**config.mk**
```make
export PLATFORM = sky130hd
export DESIGN_NAME = sample_fetch_unit
export DESIGN_NICKNAME = d
export VERILOG_FILES = /design/src/rtl/sfu_pkg.sv /design/src/rtl/sfu_cfg_regs.sv /design/src/rtl/sfu_stall_seq.sv /design/src/rtl/sfu_read_ctr.sv /design/src/rtl/sample_fetch_unit.sv
export SDC_FILE = /design/constraint.sdc
export NUM_CORES = 1
export LEC_CHECK = 0
export BUFFER_PORTS_ARGS = -buffer_cell sky130_fd_sc_hd__buf_4
export CAP_MARGIN = 25
export CORE_UTILIZATION = 25
export DETAILED_ROUTE_END_ITERATION = 7
export SLEW_MARGIN = 20
export SYNTH_ARGS = -nofsm -noshare
export SYNTH_HDL_FRONTEND = slang
export SYNTH_HIERARCHICAL = 1
export SYNTH_SLANG_ARGS = --single-unit
```
**constraint.sdc**
```tcl
create_clock -name clk -period 4.84 [get_ports clk]
set_input_delay 0.242 -clock clk [delete_from_list [all_inputs] [get_ports clk]]
set_output_delay 0.242 -clock clk [all_outputs]
set_load 0.005 [all_outputs]
```
**src/rtl/sfu_pkg.sv**
```systemverilog
package sfu_pkg;
  localparam int FLAG_LOOP_BIT = 0;
  localparam int FLAG_IRQ_BIT  = 1;

  typedef struct packed {
    logic irq_en;
    logic loop;
  } sfu_flags_t;
endpackage

```
**src/rtl/sfu_cfg_regs.sv**
```systemverilog
// Holds the three configuration registers and expands them into the
// start address and the byte count of a sample.
module sfu_cfg_regs
  import sfu_pkg::*;
#(
  parameter int AW       = 16,
  parameter int DW       = 8,
  parameter int ALIGN_SH = 6,
  parameter int LEN_SH   = 4,
  localparam int LW      = DW + LEN_SH
) (
  input  logic          clk,
  input  logic          rst_n,
  input  logic          wr_addr,
  input  logic          wr_len,
  input  logic          wr_flags,
  input  logic [DW-1:0] wr_data,
  output logic [AW-1:0] start_addr,
  output logic [LW-1:0] start_len,
  output sfu_flags_t    flags,
  output logic          irq_clear
);
  localparam logic [AW-1:0] BASE_ADDR = {2'b11, {(AW-2){1'b0}}};

  logic [DW-1:0] addr_q, addr_d;
  logic [DW-1:0] len_q,  len_d;
  sfu_flags_t    flg_q,  flg_d;
  logic          reg_ce;

  assign reg_ce = wr_addr | wr_len | wr_flags;

  always_comb begin
    addr_d = addr_q;
    len_d  = len_q;
    flg_d  = flg_q;
    if (wr_addr) addr_d = wr_data;
    if (wr_len)  len_d  = wr_data;
    if (wr_flags) begin
      flg_d.loop   = wr_data[FLAG_LOOP_BIT];
      flg_d.irq_en = wr_data[FLAG_IRQ_BIT];
    end
  end

  always_ff @(posedge clk or negedge rst_n) begin
    if (!rst_n) begin
      addr_q <= '0;
      len_q  <= '0;
      flg_q  <= '0;
    end else if (reg_ce) begin
      addr_q <= addr_d;
      len_q  <= len_d;
      flg_q  <= flg_d;
    end
  end

  assign start_addr = BASE_ADDR | (AW'(addr_q) << ALIGN_SH);
  assign start_len  = (LW'(len_q) << LEN_SH) | LW'(1);
  assign flags      = flg_q;
  assign irq_clear  = wr_flags & ~wr_data[FLAG_IRQ_BIT];
endmodule

```
**src/rtl/sfu_stall_seq.sv**
```systemverilog
// Fixed-length stall window: ready low for STALL_LEN cycles, the
// memory read slot being the last of them.
module sfu_stall_seq #(
  parameter int  STALL_LEN = 4,
  localparam int CW        = (STALL_LEN > 1) ? $clog2(STALL_LEN) : 1
) (
  input  logic clk,
  input  logic rst_n,
  input  logic want,
  output logic stalled,
  output logic read_slot
);
  localparam logic [CW-1:0] LAST = CW'(STALL_LEN - 1);

  logic          busy_q, busy_d;
  logic [CW-1:0] cnt_q,  cnt_d;
  logic          seq_ce;

  assign seq_ce = want | busy_q;

  always_comb begin
    busy_d = busy_q;
    cnt_d  = cnt_q;
    if (!busy_q) begin
      if (want) begin
        busy_d = 1'b1;
        cnt_d  = '0;
      end
    end else if (cnt_q == LAST) begin
      busy_d = 1'b0;
    end else begin
      cnt_d = cnt_q + 1'b1;
    end
  end

  always_ff @(posedge clk or negedge rst_n) begin
    if (!rst_n) begin
      busy_q <= 1'b0;
      cnt_q  <= '0;
    end else if (seq_ce) begin
      busy_q <= busy_d;
      cnt_q  <= cnt_d;
    end
  end

  assign stalled   = busy_q;
  assign read_slot = busy_q & (cnt_q == LAST);
endmodule

```
**src/rtl/sfu_read_ctr.sv**
```systemverilog
// Current address, remaining byte count and the end-of-sample flag.
module sfu_read_ctr #(
  parameter int AW = 16,
  parameter int LW = 12
) (
  input  logic          clk,
  input  logic          rst_n,
  input  logic          start_cmd,
  input  logic          stop_cmd,
  input  logic          fetch_done,
  input  logic [AW-1:0] start_addr,
  input  logic [LW-1:0] start_len,
  input  logic          loop,
  input  logic          irq_en,
  input  logic          irq_clear,
  output logic [AW-1:0] cur_addr,
  output logic          rem_nz,
  output logic          irq
);
  localparam logic [AW-1:0] TOP_ADDR  = '1;
  localparam logic [AW-1:0] WRAP_ADDR = {1'b1, {(AW-1){1'b0}}};
  localparam logic [LW-1:0] ONE_LEFT  = LW'(1);

  logic [AW-1:0] addr_q, addr_d;
  logic [LW-1:0] rem_q,  rem_d;
  logic          irq_q,  irq_d;
  logic          ctr_ce;

  assign ctr_ce = start_cmd | stop_cmd | fetch_done | irq_clear;

  always_comb begin
    addr_d = addr_q;
    rem_d  = rem_q;
    irq_d  = irq_q;
    if (start_cmd && rem_q == '0) begin
      addr_d = start_addr;
      rem_d  = start_len;
    end
    if (fetch_done && rem_q != '0) begin
      addr_d = (addr_q == TOP_ADDR) ? WRAP_ADDR : addr_q + 1'b1;
      if (rem_q == ONE_LEFT) begin
        if (loop) begin
          addr_d = start_addr;
          rem_d  = start_len;
        end else begin
          rem_d = '0;
          if (irq_en) irq_d = 1'b1;
        end
      end else begin
        rem_d = rem_q - 1'b1;
      end
    end
    if (stop_cmd)  rem_d = '0;
    if (irq_clear) irq_d = 1'b0;
  end

  always_ff @(posedge clk or negedge rst_n) begin
    if (!rst_n) begin
      addr_q <= '0;
      rem_q  <= '0;
      irq_q  <= 1'b0;
    end else if (ctr_ce) begin
      addr_q <= addr_d;
      rem_q  <= rem_d;
      irq_q  <= irq_d;
    end
  end

  assign cur_addr = addr_q;
  assign rem_nz   = (rem_q != '0);
  assign irq      = irq_q;
endmodule

```
**src/rtl/sample_fetch_unit.sv**
```systemverilog
module sample_fetch_unit
  import sfu_pkg::*;
#(
  parameter int AW        = 16,
  parameter int DW        = 8,
  parameter int ALIGN_SH  = 6,
  parameter int LEN_SH    = 4,
  parameter int STALL_LEN = 4
) (
  input  logic          clk,
  input  logic          rst_n,
  input  logic          cfg_wr_addr,
  input  logic          cfg_wr_len,
  input  logic          cfg_wr_flags,
  input  logic [DW-1:0] cfg_wdata,
  input  logic          ctl_start,
  input  logic          ctl_stop,
  input  logic          buf_empty,
  output logic          buf_load,
  output logic [DW-1:0] buf_data,
  output logic          bus_req,
  output logic [AW-1:0] bus_addr,
  input  logic [DW-1:0] bus_rdata,
  output logic          cpu_rdy,
  output logic          irq
);
  localparam int LW = DW + LEN_SH;

  logic [AW-1:0] start_addr;
  logic [LW-1:0] start_len;
  sfu_flags_t    flags;
  logic          irq_clear;
  logic          stalled;
  logic          read_slot;
  logic          rem_nz;
  logic [AW-1:0] cur_addr;

  sfu_cfg_regs #(
    .AW(AW), .DW(DW), .ALIGN_SH(ALIGN_SH), .LEN_SH(LEN_SH)
  ) u_cfg (
    .clk(clk), .rst_n(rst_n),
    .wr_addr(cfg_wr_addr), .wr_len(cfg_wr_len), .wr_flags(cfg_wr_flags),
    .wr_data(cfg_wdata),
    .start_addr(start_addr), .start_len(start_len),
    .flags(flags), .irq_clear(irq_clear)
  );

  sfu_stall_seq #(.STALL_LEN(STALL_LEN)) u_seq (
    .clk(clk), .rst_n(rst_n),
    .want(buf_empty & rem_nz),
    .stalled(stalled), .read_slot(read_slot)
  );

  sfu_read_ctr #(.AW(AW), .LW(LW)) u_ctr (
    .clk(clk), .rst_n(rst_n),
    .start_cmd(ctl_start), .stop_cmd(ctl_stop), .fetch_done(read_slot),
    .start_addr(start_addr), .start_len(start_len),
    .loop(flags.loop), .irq_en(flags.irq_en), .irq_clear(irq_clear),
    .cur_addr(cur_addr), .rem_nz(rem_nz), .irq(irq)
  );

  assign cpu_rdy  = ~stalled;
  assign bus_req  = read_slot;
  assign bus_addr = read_slot ? cur_addr : '0;
  assign buf_load = read_slot;
  assign buf_data = bus_rdata;
endmodule

```
==> results.py, run 1 <==
metrics = {
    "run_status": {
        "status": "finished, violations left",
        "violations": "hold timing",
    },
    "clock_network": {
        "clockBufferDepth": 2,
        "cts_resized": 0,
        "cts.clk_slew.worst_paths_ns": 0.07,
        "clock_sink_count": 50,
        "cts_tree": "built",
        "clock_latency_ns": 0.29,
        "cts_hold_buf": 0,
        "cts_setup_buffers": 0,
        "h-tree-depth": 2,
        "clockRootBuffer": "clkbuf_16",
        "cts_buffers": 5,
    },
    "grt": {
        "grt_pass1_wl_um": 12600,
        "grt_start_max_net_pins": 51,
        "grt_usage": 0.122,
        "grt-ovfl-total": 0,
        "antenna_found_initial": 0,
        "grt_pass1_vias": 2467,
    },
    "timing": {
        "setup_tns_ns": 0,
        "setup_viol": 0,
        "finalHoldViolations": 50,
        "whs_ns": -0.0161,
        "worst_slew_pin_slew_ns": 0.651,
        "maxSlewViolCount": 0,
        "rsz0062_at_grt": "false",
        "fmax_mhz": 362,
        "fin_crit_ns": 2.76,
        "clock_skew_ns": 0.00307,
        "finalCritPeriodShare": 0.570,
        "relSlewSlack": 0.566,
    },
    "min_path": {
        "min_path_type": "input port to asynchronous set/reset pin",
    },
    "routing": {
        "vias": 2463,
        "wirelength_um": 7620,
        "drtPass1Iterations": 4,
        "post_drt_wl_per_cell_um": 15.0,
        "route.detailed.drc": 0,
        "wl_met2_um": 3530,
        "postRouteAntennaNets": 0,
        "m1WireLength_um": 3700,
        "routed-wl-met3_um": 319,
        "top_layer": "met4",
        "drt_iter0_drc": 163,
        "viasPerCell": 4.86,
    },
    "final_layout": {
        "fin_util": 0.293,
        "stdcell_count": 507,
        "antenna_cells": 0,
        "fin_nets": 368,
        "drive_gt1_frac": 0.251,
        "layout_commonest_cell": "dfrtp_1",
        "final_cell_mix": "dfrtp_1 (50), buf_4 (37), nor2_1 (27), a21oi_1 (22), o21ai_0 (21)",
        "syn2layout_area_growth_pct": 12.3,
    },
    "yosys": {
        "synth_top_area_frac": 0.395,
        "ys_seq_area_frac": 0.395,
        "yosysUniqueCellTypes": 55,
        "synth-main-ff-cell": "dfrtp_1",
        "synth.top_cells.by_area": "dfrtp_1 (39%), mux2_4 (8.1%), buf_4 (5.0%)",
        "synth_seq_cells": 50,
        "synth_edf_count": 0,
        "avgSynthCellArea_um2": 9.81,
        "synth_top_area_cell": "dfrtp_1",
        "synth_cells": 323,
        "synth_area_um2": 3170,
        "synthArstFlopShare": 1.00,
        "yosys_warnings": 6,
    },
    "floorplanning": {
        "die_area_um2": 13100,
        "die_y_um": 115,
        "die_width_um": 115,
        "core_area_um2": 12200,
        "placementRows": 40,
        "io_pins": 52,
        "start_util": 0.261,
    },
    "worst_setup_path": {
        "crit_type": "flip-flop to flip-flop",
        "crit_path_start_kind": "flip-flop",
        "crit_fanout": 23,
        "worstPathArrival_ns": 2.92,
        "end_kind": "flip-flop",
        "crit_required_ns": 5.00,
    },
    "pwr": {
        "pwr-share-comb": 0.517,
        "switching_share": 0.445,
        "p_sw_w": 0.000983,
        "leakagePower_nw": 1.56,
        "clock_power_share": 0.157,
        "seq_power_share": 0.326,
        "p_per_area_nw_per_um2": 621,
        "vdd_drop_max_mv": 0.174,
        "p_int_w": 0.00123,
        "power.total_w": 0.00221,
    },
    "placed_design": {
        "place_congestion": 0.834,
        "io_buffers": 35,
        "placed_cells": 500,
        "dp_hpwl_um": 5370,
    },
    "flow_run": {
        "drv_cap": 0,
    },
}
## layer usage
metal / vias up / track usage
met5: - / 0
met4: 0 / 0.0476
met3: 6 / 0.0228
met2: 62 / 0.190
met1: 1222 / 0.168
li1: 1173 / -
## cells in the mapped netlist (3+ instances only)
library cell,n
and2_2,13
xor2_1,3
o2bb2ai_1,3
nand4_1,4
a21oi_1,22
o41ai_1,3
mux2_4,17
o22ai_1,4
nor2_1,27
ha_1,5
buf_6,6
dfrtp_1,50
nand2_1,15
and4_1,3
o31ai_1,3
buf_4,21
a2bb2oi_1,5
inv_1,12
buf_2,8
nand3_1,8
nor4_1,5
and2_1,5
nor3_1,5
a221oi_1,7
a32o_1,4
clkbuf_1,3
o21ai_0,21
or3_1,4
## through the flow
step / area [um^2] / worst slack (ns)
after floorplan: 3210 / 2.62
after global placement: 3420 / 2.18
after detailed placement: 3420 / 2.10
after CTS: 3560 / 2.09
after global routing: 3560 / 1.91
final: 3560 / 2.08
## worst max-delay path, cell delays in order, from the launching register on
cell and delay, ns:
dfrtp_1 0.43, or4_1 0.71, nor4_4 0.42, mux2i_2 0.51
buf_4 0.34, a21oi_1 0.07, a2bb2oi_1 0.15
## final cells by class
class / count / area, um^2
Clock buffer: 6 / 129
Clock inverter: 1 / 7.51
Fill cell: 1290 / 8600
Inverter: 12 / 45.0
Multi-Input combinational cell: 233 / 1640
Sequential cell: 50 / 1250
Tap cell: 168 / 210
Timing Repair Buffer: 37 / 278
## path summary, 6_finish.rpt
check                           startpoint                 end  slack, ns  cells after the start
setup / recovery            u_ctr/rem_q[6]  u_ctr/cur_addr[12]       2.08                      6
hold / removal                       rst_n     u_cfg/addr_q[0]      -0.02                      1
setup reg to reg            u_ctr/rem_q[6]  u_ctr/cur_addr[12]       2.08                      6
hold reg to reg            u_cfg/addr_q[3]     u_cfg/addr_q[3]       0.53                      1
max in group asynchronous            rst_n           u_ctr/irq       4.43                      1
min in group clk                  ctl_stop      u_ctr/rem_q[0]       0.13                      2
## cells by family (layout without fill, tap and decap cells)
logic type / after synthesis / count (layout) / share of synthesized area
buf+inv: 50 / 56 / 0.101
simple gates: 101 / 101 / 0.176
mux: 22 / 22 / 0.0975
xor+xnor: 5 / 5 / 0.0138
fa+ha+maj: 5 / 5 / 0.0197
flops: 50 / 50 / 0.395
compound gates: 88 / 88 / 0.194
other cells: 2 / 12 / 0.00237
## power groups by stage
stage / registers (W) / logic [W] / clock network (W)
2_1_floorplan: 0.000669 / 0.000951 / 0
3_3_place_gp: 0.000719 / 0.00110 / 0
3_5_place_dp: 0.000724 / 0.00114 / 0
4_1_cts: 0.000717 / 0.00114 / 0.000354
5_1_grt: 0.000745 / 0.00127 / 0.000370
6_report: 0.000720 / 0.00114 / 0.000346
## state kept, by name (all words and copies together) (netlist names)
signal / count
u_cfg/addr_q: 8
u_cfg/flags: 2
u_cfg/len_q: 8
u_ctr/cur_addr: 16
u_ctr/irq: 1
u_ctr/rem_q: 12
u_seq/cnt_q: 2
u_seq/stalled: 1
(Power assumes the default switching activity.)
==> run 2: changes to the inputs <==
==> constraint.sdc (replaced) <==
create_clock -name clk -period 2.82 [get_ports clk]
set_input_delay 0.141 -clock clk [delete_from_list [all_inputs] [get_ports clk]]
set_output_delay 0.141 -clock clk [all_outputs]
set_load 0.005 [all_outputs]
==> results.py, run 2 (synthesis results as in run 1) <==
metrics = {
    "placed_design": {
        "pre_cts_slack_ns": 0.346,
        "io_buffers": 35,
        "dp_hpwl_um": 5420,
        "place_congestion": 0.853,
    },
    "floorplanning": {
        "io_pins": 52,
        "die_area_um2": 13100,
        "die_width_um": 115,
        "placementRows": 40,
        "core_area_um2": 12200,
        "start_util": 0.261,
        "die_y_um": 115,
    },
    "final_layout": {
        "largest_reg_flops": 16,
        "drive_gt1_frac": 0.264,
        "fillerInstances": 1265,
        "multiInputGateArea_um2": 1640,
        "fin_nets": 373,
        "layout_commonest_cell": "dfrtp_1",
        "seq_area_um2": 1250,
        "final_cell_mix": "dfrtp_1 (50), buf_4 (40), nor2_1 (27), a21oi_1 (22), o21ai_0 (21)",
        "syn2layout_area_growth_pct": 14.4,
        "antenna_cells": 0,
    },
    "timing": {
        "worst_slew_pin_slew_ns": 0.660,
        "clock_skew_ns": 0.00847,
        "finalHoldViolations": 0,
        "setup_tns_ns": 0,
        "maxSlewViolCount": 0,
        "fin_ws_ns": 0.329,
        "setup_viol": 0,
        "rsz0062_at_grt": "false",
        "relSlewSlack": 0.560,
        "fin_crit_ns": 2.49,
        "finalCritPeriodShare": 0.883,
        "fmax_mhz": 402,
    },
    "run_status": {
        "status": "complete, no violations",
    },
    "routing": {
        "post_drt_wl_per_cell_um": 14.8,
        "wirelength_um": 7590,
        "drtPass1Iterations": 4,
        "vias": 2467,
        "postRouteAntennaNets": 0,
        "drt_iter0_drc": 176,
        "route.detailed.drc": 0,
        "viasPerCell": 4.81,
    },
    "pwr": {
        "switching_share": 0.440,
        "pwr-share-comb": 0.521,
        "seq_power_share": 0.319,
        "clock_power_share": 0.160,
        "p_sw_w": 0.00171,
        "p_int_w": 0.00217,
        "leakagePower_nw": 1.61,
        "vdd_drop_max_mv": 0.424,
        "p_per_area_nw_per_um2": 1070,
    },
    "worst_setup_path": {
        "worstPathArrival_ns": 2.67,
        "crit_required_ns": 3.00,
        "cp_num_buf_inv": 1,
        "max_stage_delay_ns": 0.49,
        "crit_chain": "inv_1, ha_1, or3b_2, nor4_4, mux2_4, o21ai_0, a32o_1",
        "reg2reg_depth": 7,
        "cp_slowest_cell": "or3b_2",
        "path_delay_family": "simple AND/OR/NAND/NOR gates",
        "crit_path_start_kind": "flip-flop",
        "crit_fanout": 23,
        "cp_num_cells": 7,
        "end_kind": "flip-flop",
        "crit_type": "flip-flop to flip-flop",
    },
    "grt": {
        "grt-ovfl-total": 0,
        "grt_usage": 0.121,
        "antenna_found_initial": 0,
        "grt_start_max_net_pins": 51,
        "grt_pass1_wl_um": 12600,
        "grt_pass1_vias": 2435,
    },
    "clock_network": {
        "cts.clk_slew.worst_paths_ns": 0.07,
        "clockRootBuffer": "clkbuf_16",
        "cts_tree": "built",
        "h-tree-depth": 2,
        "cts_buffers": 5,
        "cts_resized": 0,
        "clock_latency_ns": 0.29,
        "clockBufferDepth": 2,
        "clock_sink_count": 50,
    },
    "min_path": {
        "min_path_type": "input port to flip-flop",
        "min_path_cells": 2,
    },
    "flow_run": {
        "drv_cap": 0,
    },
}
==> run 2: path summary, 6_finish.rpt <==
| kind | startpoint | slack (ns) | to |
|---|---|---|---|
| min in group asynchronous | rst_n | 0.42 | u_cfg/addr_q[2] |
| min reg2reg | u_ctr/irq | 0.51 | u_ctr/irq |
| min | ctl_stop | 0.03 | u_ctr/rem_q[0] |
| max | u_ctr/rem_q[0] | 0.33 | u_ctr/rem_q[6] |
| max reg2reg | u_ctr/rem_q[0] | 0.33 | u_ctr/rem_q[6] |
| max in group asynchronous | rst_n | 1.96 | u_ctr/rem_q[1] |
==> run 2: final cells by class <==
cell class	count	share of cell area
Clock inverter	3	0.00725
Multi-Input combinational cell	233	0.452
Inverter	12	0.0124
Sequential cell	50	0.345
Timing Repair Buffer	42	0.0911
Clock buffer	5	0.0345
Tap cell	168	0.0580
==> run 2: per-layer routing <==
layer	part of all wire	wire length, um	track usage
met3	0.051	387	0.0222
met1	0.49	3720	0.169
met4	0.0074	56	0.0355
met5	0	0	0
met2	0.45	3420	0.191
==> run 2: stage by stage <==
stage,std cells,util,cell area [um^2],power (W),hold slack (ns)
floorplan,333,-,3210,0.00278,-0.155
global placement,504,0.285,3460,0.00319,0.219
detailed placement,504,0.285,3460,0.00324,0.217
CTS,513,0.298,3630,0.00388,0.0252
global route,513,0.298,3630,0.00419,0.0372
finish,513,0.298,3630,0.00387,0.0299
==> run 2: repair_timing <==
item / in CTS / in global routing
setup buffers: 0 / 0
hold buffers: 1 / 0
endpoints found under the hold margin: 50 / 0
==> run 2: power groups by stage <==
stage | clock, W | sequential, W | combinational [W]
after global routing | 0.000673 | 0.00128 | 0.00224
after detailed placement | 0 | 0.00124 | 0.00200
final | 0.000620 | 0.00124 | 0.00202
after CTS | 0.000641 | 0.00123 | 0.00201
after floorplan | 0 | 0.00115 | 0.00163
after global placement | 0 | 0.00123 | 0.00195
